$ cat src/rtl/blkcopy_pkg.sv
`timescale 1ns/1ps
package blkcopy_pkg;
  typedef enum logic [2:0] {
    ST_IDLE,
    ST_PRE_SRC,
    ST_PRE_DST,
    ST_RD,
    ST_WR
  } blkcopy_st_e;
endpackage

$ cat src/rtl/blkcopy_dp.sv
`timescale 1ns/1ps
module blkcopy_dp #(
  parameter int ADDR_W     = 24,
  parameter int CNT_W      = 16,
  parameter int BYTE_CNT_W = 8,
  parameter int DATA_W     = 8
) (
  input  logic              clk,
  input  logic              rst_n,
  input  logic              load_i,
  input  logic              step_i,
  input  logic              cap_i,
  input  logic              mode_word_i,
  input  logic [ADDR_W-1:0] src_i,
  input  logic [ADDR_W-1:0] dst_i,
  input  logic [CNT_W-1:0]  cnt_i,
  input  logic [DATA_W-1:0] rdata_i,
  output logic [ADDR_W-1:0] src_q,
  output logic [ADDR_W-1:0] dst_q,
  output logic [CNT_W-1:0]  cnt_q,
  output logic [DATA_W-1:0] data_q
);
  logic [ADDR_W-1:0] src_d, dst_d;
  logic [CNT_W-1:0]  cnt_d, cnt_load;
  logic              ptr_en;

  assign cnt_load = mode_word_i ? cnt_i : CNT_W'(cnt_i[BYTE_CNT_W-1:0]);
  assign ptr_en   = load_i | step_i;

  always_comb begin
    if (load_i) begin
      src_d = src_i;
      dst_d = dst_i;
      cnt_d = cnt_load;
    end else begin
      src_d = src_q + ADDR_W'(1);
      dst_d = dst_q + ADDR_W'(1);
      cnt_d = cnt_q - CNT_W'(1);
    end
  end

  always_ff @(posedge clk or negedge rst_n) begin
    if (!rst_n) begin
      src_q <= '0;
      dst_q <= '0;
      cnt_q <= '0;
    end else if (ptr_en) begin
      src_q <= src_d;
      dst_q <= dst_d;
      cnt_q <= cnt_d;
    end
  end

  always_ff @(posedge clk or negedge rst_n) begin
    if (!rst_n)     data_q <= '0;
    else if (cap_i) data_q <= rdata_i;
  end

  AST_STEP_ADVANCE: assert property (@(posedge clk) disable iff (!rst_n)
    step_i |=> (src_q == $past(src_q) + ADDR_W'(1)) && (dst_q == $past(dst_q) + ADDR_W'(1))
               && (cnt_q == $past(cnt_q) - CNT_W'(1)));
endmodule

$ cat src/rtl/blkcopy_ctrl.sv
`timescale 1ns/1ps
module blkcopy_ctrl
  import blkcopy_pkg::*;
(
  input  logic        clk,
  input  logic        rst_n,
  input  logic        start_i,
  input  logic        mode_word_i,
  input  logic        cnt_zero_i,
  input  logic        last_i,
  input  logic        irq_i,
  input  logic        irq_mask_i,
  input  logic        nmi_i,
  output blkcopy_st_e st_q,
  output logic        load_o,
  output logic        step_o,
  output logic        cap_o,
  output logic        done_q,
  output logic        susp_q
);
  blkcopy_st_e st_d;
  logic        mode_q, mode_d;
  logic        done_d, susp_d;
  logic        take;

  assign take   = mode_q & (nmi_i | (irq_i & ~irq_mask_i));
  assign load_o = (st_q == ST_IDLE) && start_i;
  assign step_o = (st_q == ST_WR);
  assign cap_o  = (st_q == ST_RD);

  always_comb begin
    st_d   = st_q;
    mode_d = mode_q;
    done_d = 1'b0;
    susp_d = 1'b0;
    unique case (st_q)
      ST_IDLE: begin
        if (start_i) begin
          st_d   = ST_PRE_SRC;
          mode_d = mode_word_i;
        end
      end
      ST_PRE_SRC: st_d = ST_PRE_DST;
      ST_PRE_DST: begin
        if (cnt_zero_i) begin
          st_d   = ST_IDLE;
          done_d = 1'b1;
        end else begin
          st_d = ST_RD;
        end
      end
      ST_RD: st_d = ST_WR;
      ST_WR: begin
        if (last_i) begin
          st_d   = ST_IDLE;
          done_d = 1'b1;
        end else if (take) begin
          st_d   = ST_IDLE;
          susp_d = 1'b1;
        end else begin
          st_d = ST_RD;
        end
      end
      default: st_d = ST_IDLE;
    endcase
  end

  always_ff @(posedge clk or negedge rst_n) begin
    if (!rst_n) begin
      st_q   <= ST_IDLE;
      mode_q <= 1'b0;
      done_q <= 1'b0;
      susp_q <= 1'b0;
    end else begin
      st_q   <= st_d;
      mode_q <= mode_d;
      done_q <= done_d;
      susp_q <= susp_d;
    end
  end

  AST_PULSE_EXCL: assert property (@(posedge clk) disable iff (!rst_n)
    $onehot0({done_q, susp_q}));
  AST_DONE_SINGLE: assert property (@(posedge clk) disable iff (!rst_n)
    done_q |=> !done_q);
  AST_SUSP_SINGLE: assert property (@(posedge clk) disable iff (!rst_n)
    susp_q |=> !susp_q);
  AST_BYTE_MODE_NO_SUSP: assert property (@(posedge clk) disable iff (!rst_n)
    susp_q |-> mode_q);
  AST_NO_RESTART_BUSY: assert property (@(posedge clk) disable iff (!rst_n)
    (st_q != ST_IDLE) |=> (st_q != ST_PRE_SRC));
endmodule

$ cat src/rtl/blkcopy_engine.sv
`timescale 1ns/1ps
module blkcopy_engine
  import blkcopy_pkg::*;
#(
  parameter int ADDR_W     = 24,
  parameter int CNT_W      = 16,
  parameter int BYTE_CNT_W = 8,
  parameter int DATA_W     = 8
) (
  input  logic              clk,
  input  logic              rst_n,
  input  logic              start_i,
  input  logic              mode_word_i,
  input  logic [ADDR_W-1:0] src_i,
  input  logic [ADDR_W-1:0] dst_i,
  input  logic [CNT_W-1:0]  cnt_i,
  input  logic              irq_i,
  input  logic              irq_mask_i,
  input  logic              nmi_i,
  output logic              mem_req_o,
  output logic              mem_we_o,
  output logic [ADDR_W-1:0] mem_addr_o,
  output logic [DATA_W-1:0] mem_wdata_o,
  input  logic [DATA_W-1:0] mem_rdata_i,
  output logic [ADDR_W-1:0] src_o,
  output logic [ADDR_W-1:0] dst_o,
  output logic [CNT_W-1:0]  cnt_o,
  output logic              busy_o,
  output logic              done_o,
  output logic              susp_o
);
  logic [1:0]  rst_pipe;
  logic        rst_int_n;
  blkcopy_st_e st;
  logic        load, step, cap;

  always_ff @(posedge clk or negedge rst_n) begin
    if (!rst_n) rst_pipe <= '0;
    else        rst_pipe <= {rst_pipe[0], 1'b1};
  end
  assign rst_int_n = rst_pipe[1];

  blkcopy_ctrl u_ctrl (
    .clk        (clk),
    .rst_n      (rst_int_n),
    .start_i    (start_i),
    .mode_word_i(mode_word_i),
    .cnt_zero_i (cnt_o == '0),
    .last_i     (cnt_o == CNT_W'(1)),
    .irq_i      (irq_i),
    .irq_mask_i (irq_mask_i),
    .nmi_i      (nmi_i),
    .st_q       (st),
    .load_o     (load),
    .step_o     (step),
    .cap_o      (cap),
    .done_q     (done_o),
    .susp_q     (susp_o)
  );

  blkcopy_dp #(
    .ADDR_W    (ADDR_W),
    .CNT_W     (CNT_W),
    .BYTE_CNT_W(BYTE_CNT_W),
    .DATA_W    (DATA_W)
  ) u_dp (
    .clk        (clk),
    .rst_n      (rst_int_n),
    .load_i     (load),
    .step_i     (step),
    .cap_i      (cap),
    .mode_word_i(mode_word_i),
    .src_i      (src_i),
    .dst_i      (dst_i),
    .cnt_i      (cnt_i),
    .rdata_i    (mem_rdata_i),
    .src_q      (src_o),
    .dst_q      (dst_o),
    .cnt_q      (cnt_o),
    .data_q     (mem_wdata_o)
  );

  assign busy_o     = (st != ST_IDLE);
  assign mem_req_o  = busy_o;
  assign mem_we_o   = (st == ST_WR);
  assign mem_addr_o = ((st == ST_PRE_SRC) || (st == ST_RD)) ? src_o : dst_o;

  AST_SUSP_AFTER_WRITE: assert property (@(posedge clk) disable iff (!rst_int_n)
    susp_o |-> $past(mem_we_o));
  AST_DONE_COUNT_ZERO: assert property (@(posedge clk) disable iff (!rst_int_n)
    done_o |-> (cnt_o == '0));
  AST_IDLE_AFTER_PULSE: assert property (@(posedge clk) disable iff (!rst_int_n)
    (done_o || susp_o) |-> !mem_req_o);
endmodule

$ cat config.mk
export PLATFORM = sky130hd
export DESIGN_NAME = blkcopy_engine
export DESIGN_NICKNAME = d
export VERILOG_FILES = /design/src/rtl/blkcopy_pkg.sv /design/src/rtl/blkcopy_dp.sv /design/src/rtl/blkcopy_ctrl.sv /design/src/rtl/blkcopy_engine.sv
export SDC_FILE = /design/constraint.sdc
export NUM_CORES = 1
export LEC_CHECK = 0
export BUFFER_PORTS_ARGS = -buffer_cell sky130_fd_sc_hd__clkbuf_2
export CAP_MARGIN = 30
export CORE_MARGIN = 4
export CORE_UTILIZATION = 45
export DETAILED_ROUTE_END_ITERATION = 7
export GPL_ROUTABILITY_DRIVEN = 0
export PLACE_DENSITY = 0.84
export SETUP_SLACK_MARGIN = 0.05
export SYNTH_ARGS = -nofsm -noshare
export SYNTH_HDL_FRONTEND = slang
export SYNTH_SLANG_ARGS = --single-unit
$ cat constraint.sdc
create_clock -name clk -period 5.4 [get_ports clk]
set_clock_uncertainty 0.1 [all_clocks]
set_input_delay 0.27 -clock clk [delete_from_list [all_inputs] [get_ports clk]]
set_output_delay 0.27 -clock clk [all_outputs]
set_load 0.02 [all_outputs]
======== After elaboration in Yosys (flattened, before gate mapping) ========
Cells that the tools add are included.
storage, ports and cells
  bits in latches ......................... 0
  memory bits (read-only) ................. 0
  output and inout port bits .............. 101
  input port bits ......................... 79
  RAM bits ................................ 0
  memories ................................ 0
  bits in registers ....................... 80
operators by class
  $add $sub $neg .......................... 3
  multipliers ............................. 0
  multiplexer cells ....................... 16
  bitwise logic cells ..................... 5
  div/mod/pow operators ................... 0
  equality and inequality tests ........... 6
  shift-type cells ........................ 0
  reductions and logical operators ........ 6
  $lt $le $gt $ge ......................... 0
operators with widths
  operator               count
  $mux 24                3
  $add 24x1->24 const B  2
  $mux 16                2
  $eq 16x1->1 const B    1
  $logic_not 16->1       1
  $sub 16x1->16 const B  1
  $pmux 3 s5             1
  $eq 3x2->1 const B     2
  $mux 3                 2
  $mux 1                 5
  $mux 2                 2
  $eq 3x1->1 const B     1
  $eq 3x3->1 const B     1
  $logic_not 3->1        1
  $reduce_bool 3->1      1
  $and 1x1->1            2
  $ne 2x2->1 const B     1
  $or 1x1->1             2
  $pmux 1 s2             1
  $reduce_and 2->1       1
  $logic_and 1x1->1      1
  $logic_or 1x1->1       1
  $not 1->1              1

======== Logic depth before layout (Yosys ltp) ========
Gate-level depths: netlist (run 1).
  depth in word-level cells ............... 7
  mapped depth ............................ 8

======== Cells and area by module ========
Synthesis (run 1) repeated with hierarchy kept, for this count alone.
second synthesis, totals
  cell total of the unflattened synthesis .. 497
  area total of the unflattened synthesis .. 4,645.7 µm²
modules (own cells, without submodules)
  module          sequential area each (µm²)  cells each  instances  area each (µm²)
  blkcopy_dp      1,801.7                     428         1          3,892.5
  blkcopy_engine  50.0                        41          1          422.9
  blkcopy_ctrl    150.1                       28          1          330.3

======== Worst setup path before layout (run 1) ========
No wires, ideal clock.
  path kind ............................... flip-flop to flip-flop
  start point ............................. reg u_dp.cnt_q[5]
  end point ............................... reg u_ctrl.st_q[0]
  setup time .............................. 121 ps
  buffers on the path ..................... 1
  data required time ...................... 5,179 ps
  arrival time ............................ 2,113 ps
  setup slack ............................. 3,066 ps
  period minus slack after synthesis ...... 2,334 ps
  stages on the path, launching flop included .. 7
  cells stage by stage .................... dfrtp_1 -> or4_4 -> or3_1 -> buf_6 -> nor4_4 -> a21oi_2 -> a22o_1
between the ends
  longest elaborated chain between the ends .. 3
  elaborated cells on any way between the ends .. 5
ends and longest elaborated chain
  element                                          RTL line                                    source
  from (decl)                                      blkcopy_dp.sv:20                            output logic [CNT_W-1:0] cnt_q,
  from (signal assigned)                           blkcopy_dp.sv:50                            cnt_q <= cnt_d;
  $eq 16x1->1 or $logic_not 16->1 (tied branches)  blkcopy_engine.sv:49, blkcopy_engine.sv:48
  $mux 3 or $mux 2 (tied branches)                 blkcopy_ctrl.sv:54, blkcopy_ctrl.sv:45
  $pmux 3 s5 *                                     blkcopy_ctrl.sv:36                          unique case (st_q)
  to (signal assigned)                             blkcopy_ctrl.sv:75                          st_q <= st_d;
  to (decl)                                        blkcopy_ctrl.sv:14                          output blkcopy_st_e st_q,
Mark *: on every way between the ends. The rest lies on a longest branch, timed or not.
A chain may end at the register's enable or synchronous reset.

======== Final worst setup path (run 1) ========
  start point ............................. reg u_ctrl.st_q[2]
  end point ............................... reg u_dp.cnt_q[9]
between the ends
  longest elaborated chain between the ends .. 3
  elaborated cells on any way between the ends .. 5
ends and longest elaborated chain
  element                                RTL line                            source
  $logic_not 3->1                        blkcopy_ctrl.sv:27                  assign load_o = (st_q == ST_IDLE) && start_i;
  $logic_and 1x1->1                      blkcopy_ctrl.sv:27
  $mux 16 or $or 1x1->1 (tied branches)  blkcopy_dp.sv:31, blkcopy_dp.sv:28
Several ways; a longest one is shown, not always the timed one.

==> reports/metrics.yaml, run 1 <==
status: "finished, final reports clean"
routed-wl-met2_mm: 6.42
grt_pass1_wl_mm: 21.5
timing.final.crit_share_pct: 50.0
maxCapViolCount: 0
fill_cells: 861
highest_layer: "met5"
drtAntennaViolNets: 0
numCtsBuffers: 9
synthMuxAreaShare_pct: 2.03
yosysWarnings: 0
synth_compound_area_share_pct: 10.4
n_antenna_cell: 0
max_stage_delay_ns: 0.60
crit_buf_inv: 1
crit_slowest_cell: "or3b_1"
slew_violations: 0
synth-simple-area-share_pct: 27.6
finalSetupViolCount: 0
hpwl_mm: 9.92
rsz0062_at_grt: "no"
dieArea_sq_mm: 0.0115
synth_top_cells_by_area: "dfrtp_1, nand2_1, xor2_1"
cp_cell_sequence: "or3b_1, inv_2, nand4_1, o311ai_0, nand3_1"
avgSynthCellArea_sq_um: 8.54
synth_fa_ha_area_share_pct: 1.13
p_leak_nw: 2.71
synth_area_sq_mm: 0.00445
synth_top_cell_by_area: "dfrtp_1"
grt_usage_pct: 23.2
synth_top_family_by_area: "simple AND/OR/NAND/NOR gates"
synthArstFlopShare_pct: 100
crit_family: "simple AND/OR/NAND/NOR gates"
synth_top_area_share_pct: 45.0
synthXorXnorAreaFrac_pct: 10.2
drt-met1-wl_mm: 5.31
core_sq_mm: 0.00968
cp_max_fo: 18
initial_core_util_pct: 45.9
ys_ff_latch: 80
grt-ovfl-total: 0
clock_sinks: 80
htree_levels: 3
critPathCaptureType: "flip-flop"
hold_viol: 0
synth-seq-area-share_pct: 45.0
clk_path_buf_depth: 2
hp-class: "input pin to flip-flop"
drc: 0
fmax_mhz: 370
num_vias: 4483
synth_edf_count: 0
syn_nets: 604
area_growth_pct: 28.1
grt_pass1_vias: 4420
cts_root_buf: "clkbuf_8"
worstSetupPathType: "flip-flop to flip-flop"
drive_gt1_share_pct: 31.2
fp.dieW_um: 107
die_h_um: 107
cp.arrival_ns: 2.81
drt-initial-drc-count: 255
ys.flop_type: "dfrtp_1"
worst_slew_pin_slew_ns: 0.967
synth_cell_types: 53
path_clk_slew_ns: 0.08
pre_cts_ws_ns: 2.75
firstDrtPassIters: 6
worstPathRequired_ns: 5.51
ir_drop_mv: 0.290
synth_cells: 521
port_buffers: 179
fp-row-count: 36
io_pins: 180
post-route-min-period_ns: 2.70
cts_tree: "done"
fin_nets: 769
critPathLaunchType: "flip-flop"
vias_per_cell: 5.45
grt_max_degree: 75
finalSetupTns_ns: 0
timing.final.ws_setup_ns: 2.70
wire_per_inst_um: 16.0
wirelength_mm: 13.2
maxSlewHeadroom_pct: 35.5
wl_met3_mm: 1.19
insertion_delay_ns: 0.35
antenna_found_initial: 1
power_density_mw_per_mm2: 639
## report_power, final
group | internal, mW | switching, mW | total, mW
logic | 0.670 | 1.18 | 1.85
registers | 0.877 | 0.414 | 1.29
clock network | 0.283 | 0.214 | 0.497
total | 1.83 | 1.81 | 3.64
## final timing paths
check / cells after the start / slack (ns) / from / endpoint
min in group asynchronous: 2 / 0.14 / rst_n / rst_pipe[1]$_DFF_PN0_
worst max register to register: 5 / 2.70 / u_ctrl.st_q[2]$_DFFE_PN0P_ / u_dp.cnt_q[9]$_DFFE_PN0P_
worst min register to register: 0 / 0.16 / rst_pipe[1]$_DFF_PN0_ / u_dp.cnt_q[4]$_DFFE_PN0P_
worst min-delay path: 3 / 0.03 / dst_i[9] / u_dp.dst_q[9]$_DFFE_PN0P_
worst max-delay path: 5 / 2.70 / u_ctrl.st_q[2]$_DFFE_PN0P_ / u_dp.cnt_q[9]$_DFFE_PN0P_
max in group asynchronous: 1 / 4.46 / rst_pipe[1]$_DFF_PN0_ / u_dp.src_q[16]$_DFFE_PN0P_
## Yosys cell counts (4+ instances only)
master / count
a21oi_1: 13
and3_1: 16
buf_2: 4
clkbuf_1: 23
dfrtp_1: 80
ha_1: 4
inv_1: 6
mux2_2: 8
nand2_1: 132
nand3_1: 25
nand4_1: 19
nor2_1: 27
nor2b_1: 5
nor3_1: 11
o21ai_0: 42
o21ai_1: 5
or3_1: 4
xnor2_1: 16
xor2_1: 36
## layout make-up
class | instances | area, sq um | share of cell area [%]
clock inverter | 3 | 65.1 | 1.14
clock buffer | 12 | 155 | 2.72
multi-input combinational | 404 | 2290 | 40.3
sequential | 80 | 2010 | 35.2
tap | 133 | 166 | 2.92
inverter | 7 | 26.3 | 0.461
timing repair buffer | 184 | 983 | 17.3
## repair_timing
item	4_1_cts	5_1_grt
buffers inserted	0	0
hold endpoints to repair	2	0
gates resized for setup	0	0
hold buffers	1	0
## flip-flops by register name (all words and copies together) (netlist names)
name           count
u_dp.src_q        24
u_dp.dst_q        24
u_ctrl.susp_q      1
rst_pipe           2
u_dp.data_q        8
u_ctrl.st_q        3
u_ctrl.mode_q      1
u_ctrl.done_q      1
u_dp.cnt_q        16
## per-stage QoR
step | power, mW | cell area (sq um) | cells | hold WS [ns] | utilization, %
finish | 3.64 | 5700 | 823 | 0.0272 | 58.8
global route | 3.90 | 5700 | 823 | 0.0343 | 58.8
CTS | 3.64 | 5680 | 822 | 0.0103 | 58.7
detailed placement | 3.14 | 5450 | 806 | -0.0413 | 56.3
global placement | 3.05 | 5400 | 804 | -0.0435 | 55.7
floorplan | 2.45 | 4450 | 521 | -0.126 | -
## per-layer routing
metal / track usage (%) / vias to the layer above
met5: 0 / -
met1: 29.4 / 2132
met3: 5.70 / 25
li1: - / 2109
met2: 38.6 / 215
met4: 8.39 / 2
## worst register-to-register path, delay by kind of cell, from the launching register on
kind / cells / cell delay, ns
buf+inv: 1 / 0.36
simple gates: 3 / 1.09
compound gates: 1 / 0.49
flops: 1 / 0.52
## placed cells by master, fill, tap and decap left out, drive strengths merged, types with 3 or more instances in the layout
master and instances:
a21oi 14, a22oi 3, and3 16, buf 4, clkbuf 191, dfrtp 80
ha 4, inv 7, mux2 8, nand2 132, nand3 25, nand4 19
nor2 27, nor2b 5, nor3 12, nor4 5, o21ai 47, o31ai 3
or3 4, or4 3, xnor2 16, xor2 36
## cells by family (layout without fill, tap and decap cells)
family	after synthesis	in the layout
and+or+nand+nor	259	259
AOI/OAI and AO/OA	80	80
DFF	80	80
xor gates and xnor gates	52	52
buffers and inverters	37	206
muxes	8	8
adders and majority gates	4	4
other	1	1
(Power assumes the default switching activity.)
==> run 2, diff against run 1 <==
--- a/config.mk
+++ b/config.mk
@@ -8,10 +8,10 @@
 export BUFFER_PORTS_ARGS = -buffer_cell sky130_fd_sc_hd__clkbuf_2
 export CAP_MARGIN = 30
 export CORE_MARGIN = 4
-export CORE_UTILIZATION = 45
+export CORE_UTILIZATION = 44
 export DETAILED_ROUTE_END_ITERATION = 7
 export GPL_ROUTABILITY_DRIVEN = 0
-export PLACE_DENSITY = 0.84
+export PLACE_DENSITY = 0.86
 export SETUP_SLACK_MARGIN = 0.05
 export SYNTH_ARGS = -nofsm -noshare
 export SYNTH_HDL_FRONTEND = slang
==> constraint.sdc (replaced) <==
create_clock -name clk -period 2.2 [get_ports clk]
set_clock_uncertainty 0.1 [all_clocks]
set_input_delay 0.11 -clock clk [delete_from_list [all_inputs] [get_ports clk]]
set_output_delay 0.11 -clock clk [all_outputs]
set_load 0.02 [all_outputs]
==> run 2 against run 1 <==
Via count up 14%. Combinational power grew to 2.8 times the previous value. Clock power rose to 2.9 times the previous value. Critical endpoint is now u_ctrl.st_q[0]$_DFFE_PN0P_.
==> reports/metrics.yaml, run 2 (synthesis gave the netlist of run 1 again) <==
hpwl_mm: 10.3
post-route-cell-area_sq_mm: 0.00672
fp-row-count: 36
worstSetupPathType: "flip-flop to flip-flop"
fin_nets: 868
n_antenna_cell: 0
hold_viol: 0
endpoint: "u_ctrl.st_q[0]$_DFFE_PN0P_"
clk_path_buf_depth: 2
reg2reg_depth: 5
max_stage_delay_ns: 0.54
switchingPower_mw: 4.70
p_leak_nw: 3.18
grt_pass1_wl_mm: 25.1
cp_max_fo: 7
grt_max_degree: 41
port_buffers: 179
wire_per_inst_um: 17.0
wirelength_mm: 15.7
cp.arrival_ns: 2.29
switching_share_pct: 48.6
maxCapViolCount: 0
critPathLaunchType: "flip-flop"
clkPwrFrac_pct: 14.9
path_clk_slew_ns: 0.08
placed_area_sq_mm: 0.00562
cp_cell_sequence: "or4_4, or3_4, nor4_4, a21oi_2, a22o_1"
crit_family: "simple AND/OR/NAND/NOR gates"
core_sq_mm: 0.00982
area_growth_pct: 51.0
combPwrFrac_pct: 53.0
finalSetupTns_ns: 0
fin_cells: 923
reg_top3: "u_dp.dst_q x24, u_dp.src_q x24, u_dp.cnt_q x16"
critPathLaunch: "u_dp.cnt_q[5]$_DFFE_PN0P_"
hp-class: "input pin to flip-flop"
wl_met3_mm: 1.12
slew_violations: 0
die_h_um: 109
timing.final.crit_share_pct: 97.9
htree_levels: 3
fmax_mhz: 464
drt-initial-drc-count: 479
firstDrtPassIters: 7
ff2ff_setup_slack_ns: 0.05
power.total_mw: 9.67
post-route-min-period_ns: 2.15
fp.dieW_um: 109
highest_layer: "met4"
finalSetupViolCount: 0
timing.final.ws_setup_ns: 0.0453
placed_cells: 829
final_common_cell: "clkbuf_2"
vias_per_cell: 5.52
clock_sinks: 80
internal-power_mw: 4.97
numCtsBuffers: 9
path_depth: 5
dieArea_sq_mm: 0.0118
insertion_delay_ns: 0.35
grt_pass1_vias: 5165
drive_gt1_share_pct: 31.6
drt-met1-wl_mm: 5.86
cts_tree: "done"
timing.rr.end: "u_ctrl.st_q[0]$_DFFE_PN0P_"
ir_drop_mv: 0.765
worstPathRequired_ns: 2.34
drc: 0
crit_slowest_cell: "or4_4"
grt-ovfl-total: 0
initial_core_util_pct: 45.3
reg2reg_from: "u_dp.cnt_q[5]$_DFFE_PN0P_"
num_vias: 5095
grt_usage_pct: 27.1
rsz0062_at_grt: "yes"
status: "finished, final reports clean"
antenna_found_initial: 0
drtAntennaViolNets: 0
cts_root_buf: "clkbuf_8"
critPathCaptureType: "flip-flop"
mostFrequentLayoutCells: "clkbuf_2, nand2_1, dfrtp_1"
seq_power_share_pct: 32.1
power_density_mw_per_mm2: 1440
crit_buf_inv: 0
io_pins: 180
pre_cts_ws_ns: -0.0500
routed-wl-met2_mm: 8.27
[run 2: worst min-delay path by stage]
stage | cells after the start | from | to
6_report | 3 | nmi_i | u_ctrl.susp_q$_DFF_PN0_
5_1_grt | 4 | start_i | u_ctrl.st_q[0]$_DFFE_PN0P_
4_1_cts | 3 | nmi_i | u_ctrl.susp_q$_DFF_PN0_
3_5_place_dp | 1 | rst_n | rst_pipe[0]$_DFF_PN0_
3_3_place_gp | 1 | rst_n | rst_pipe[0]$_DFF_PN0_
2_1_floorplan | 0 | rst_n | rst_pipe[0]$_DFF_PN0_
[run 2: repair_timing]
item | 4_1_cts | 5_1_grt
endpoints found under the setup margin | 9 | 17
resized for setup | 2 | 8
setup buffers | 1 | 2
endpoints found under the hold margin | 75 | 0
gates cloned | 0 | 0
hold buffers | 75 | 0
pin swaps | 2 | 1
[run 2: power by group through the flow]
stage                     Combinational [mW]  Clock (mW)  Sequential, mW
final                                   5.13        1.44            3.10
after CTS                               5.01        1.47            3.06
after global routing                    5.53        1.53            3.20
after floorplan                         2.32           0            3.69
after detailed placement                4.87           0            3.08
after global placement                  4.73           0            3.02
[run 2: area by class of cell]
class,count,area [sq um]
fillers,731,3100
multi-input cells,404,2340
flip-flops and latches,80,2010
repair buffers,283,1910
well taps,133,166
clock buffers,10,138
clock inverters,6,130
inverters,7,26.3
[run 2: worst min-delay path, cell delays in order]
cell,delay (ns)
clkbuf_2,0.07
o21ai_0,0.18
nor2b_1,0.15
[run 2: metal layers]
metal | track usage (%) | vias up
li1 | - | 2312
met1 | 30.6 | 2440
met2 | 49.2 | 282
met3 | 4.96 | 61
met4 | 12.6 | 0
met5 | 0 | -
[run 2: through the flow]
step           hold slack [ns]  util, %
6_report                 0.103     68.4
5_1_grt                  0.183     68.4
4_1_cts                 0.0910     67.8
3_5_place_dp            -0.201     57.3
3_3_place_gp            -0.202     57.3
2_1_floorplan           -0.286        -
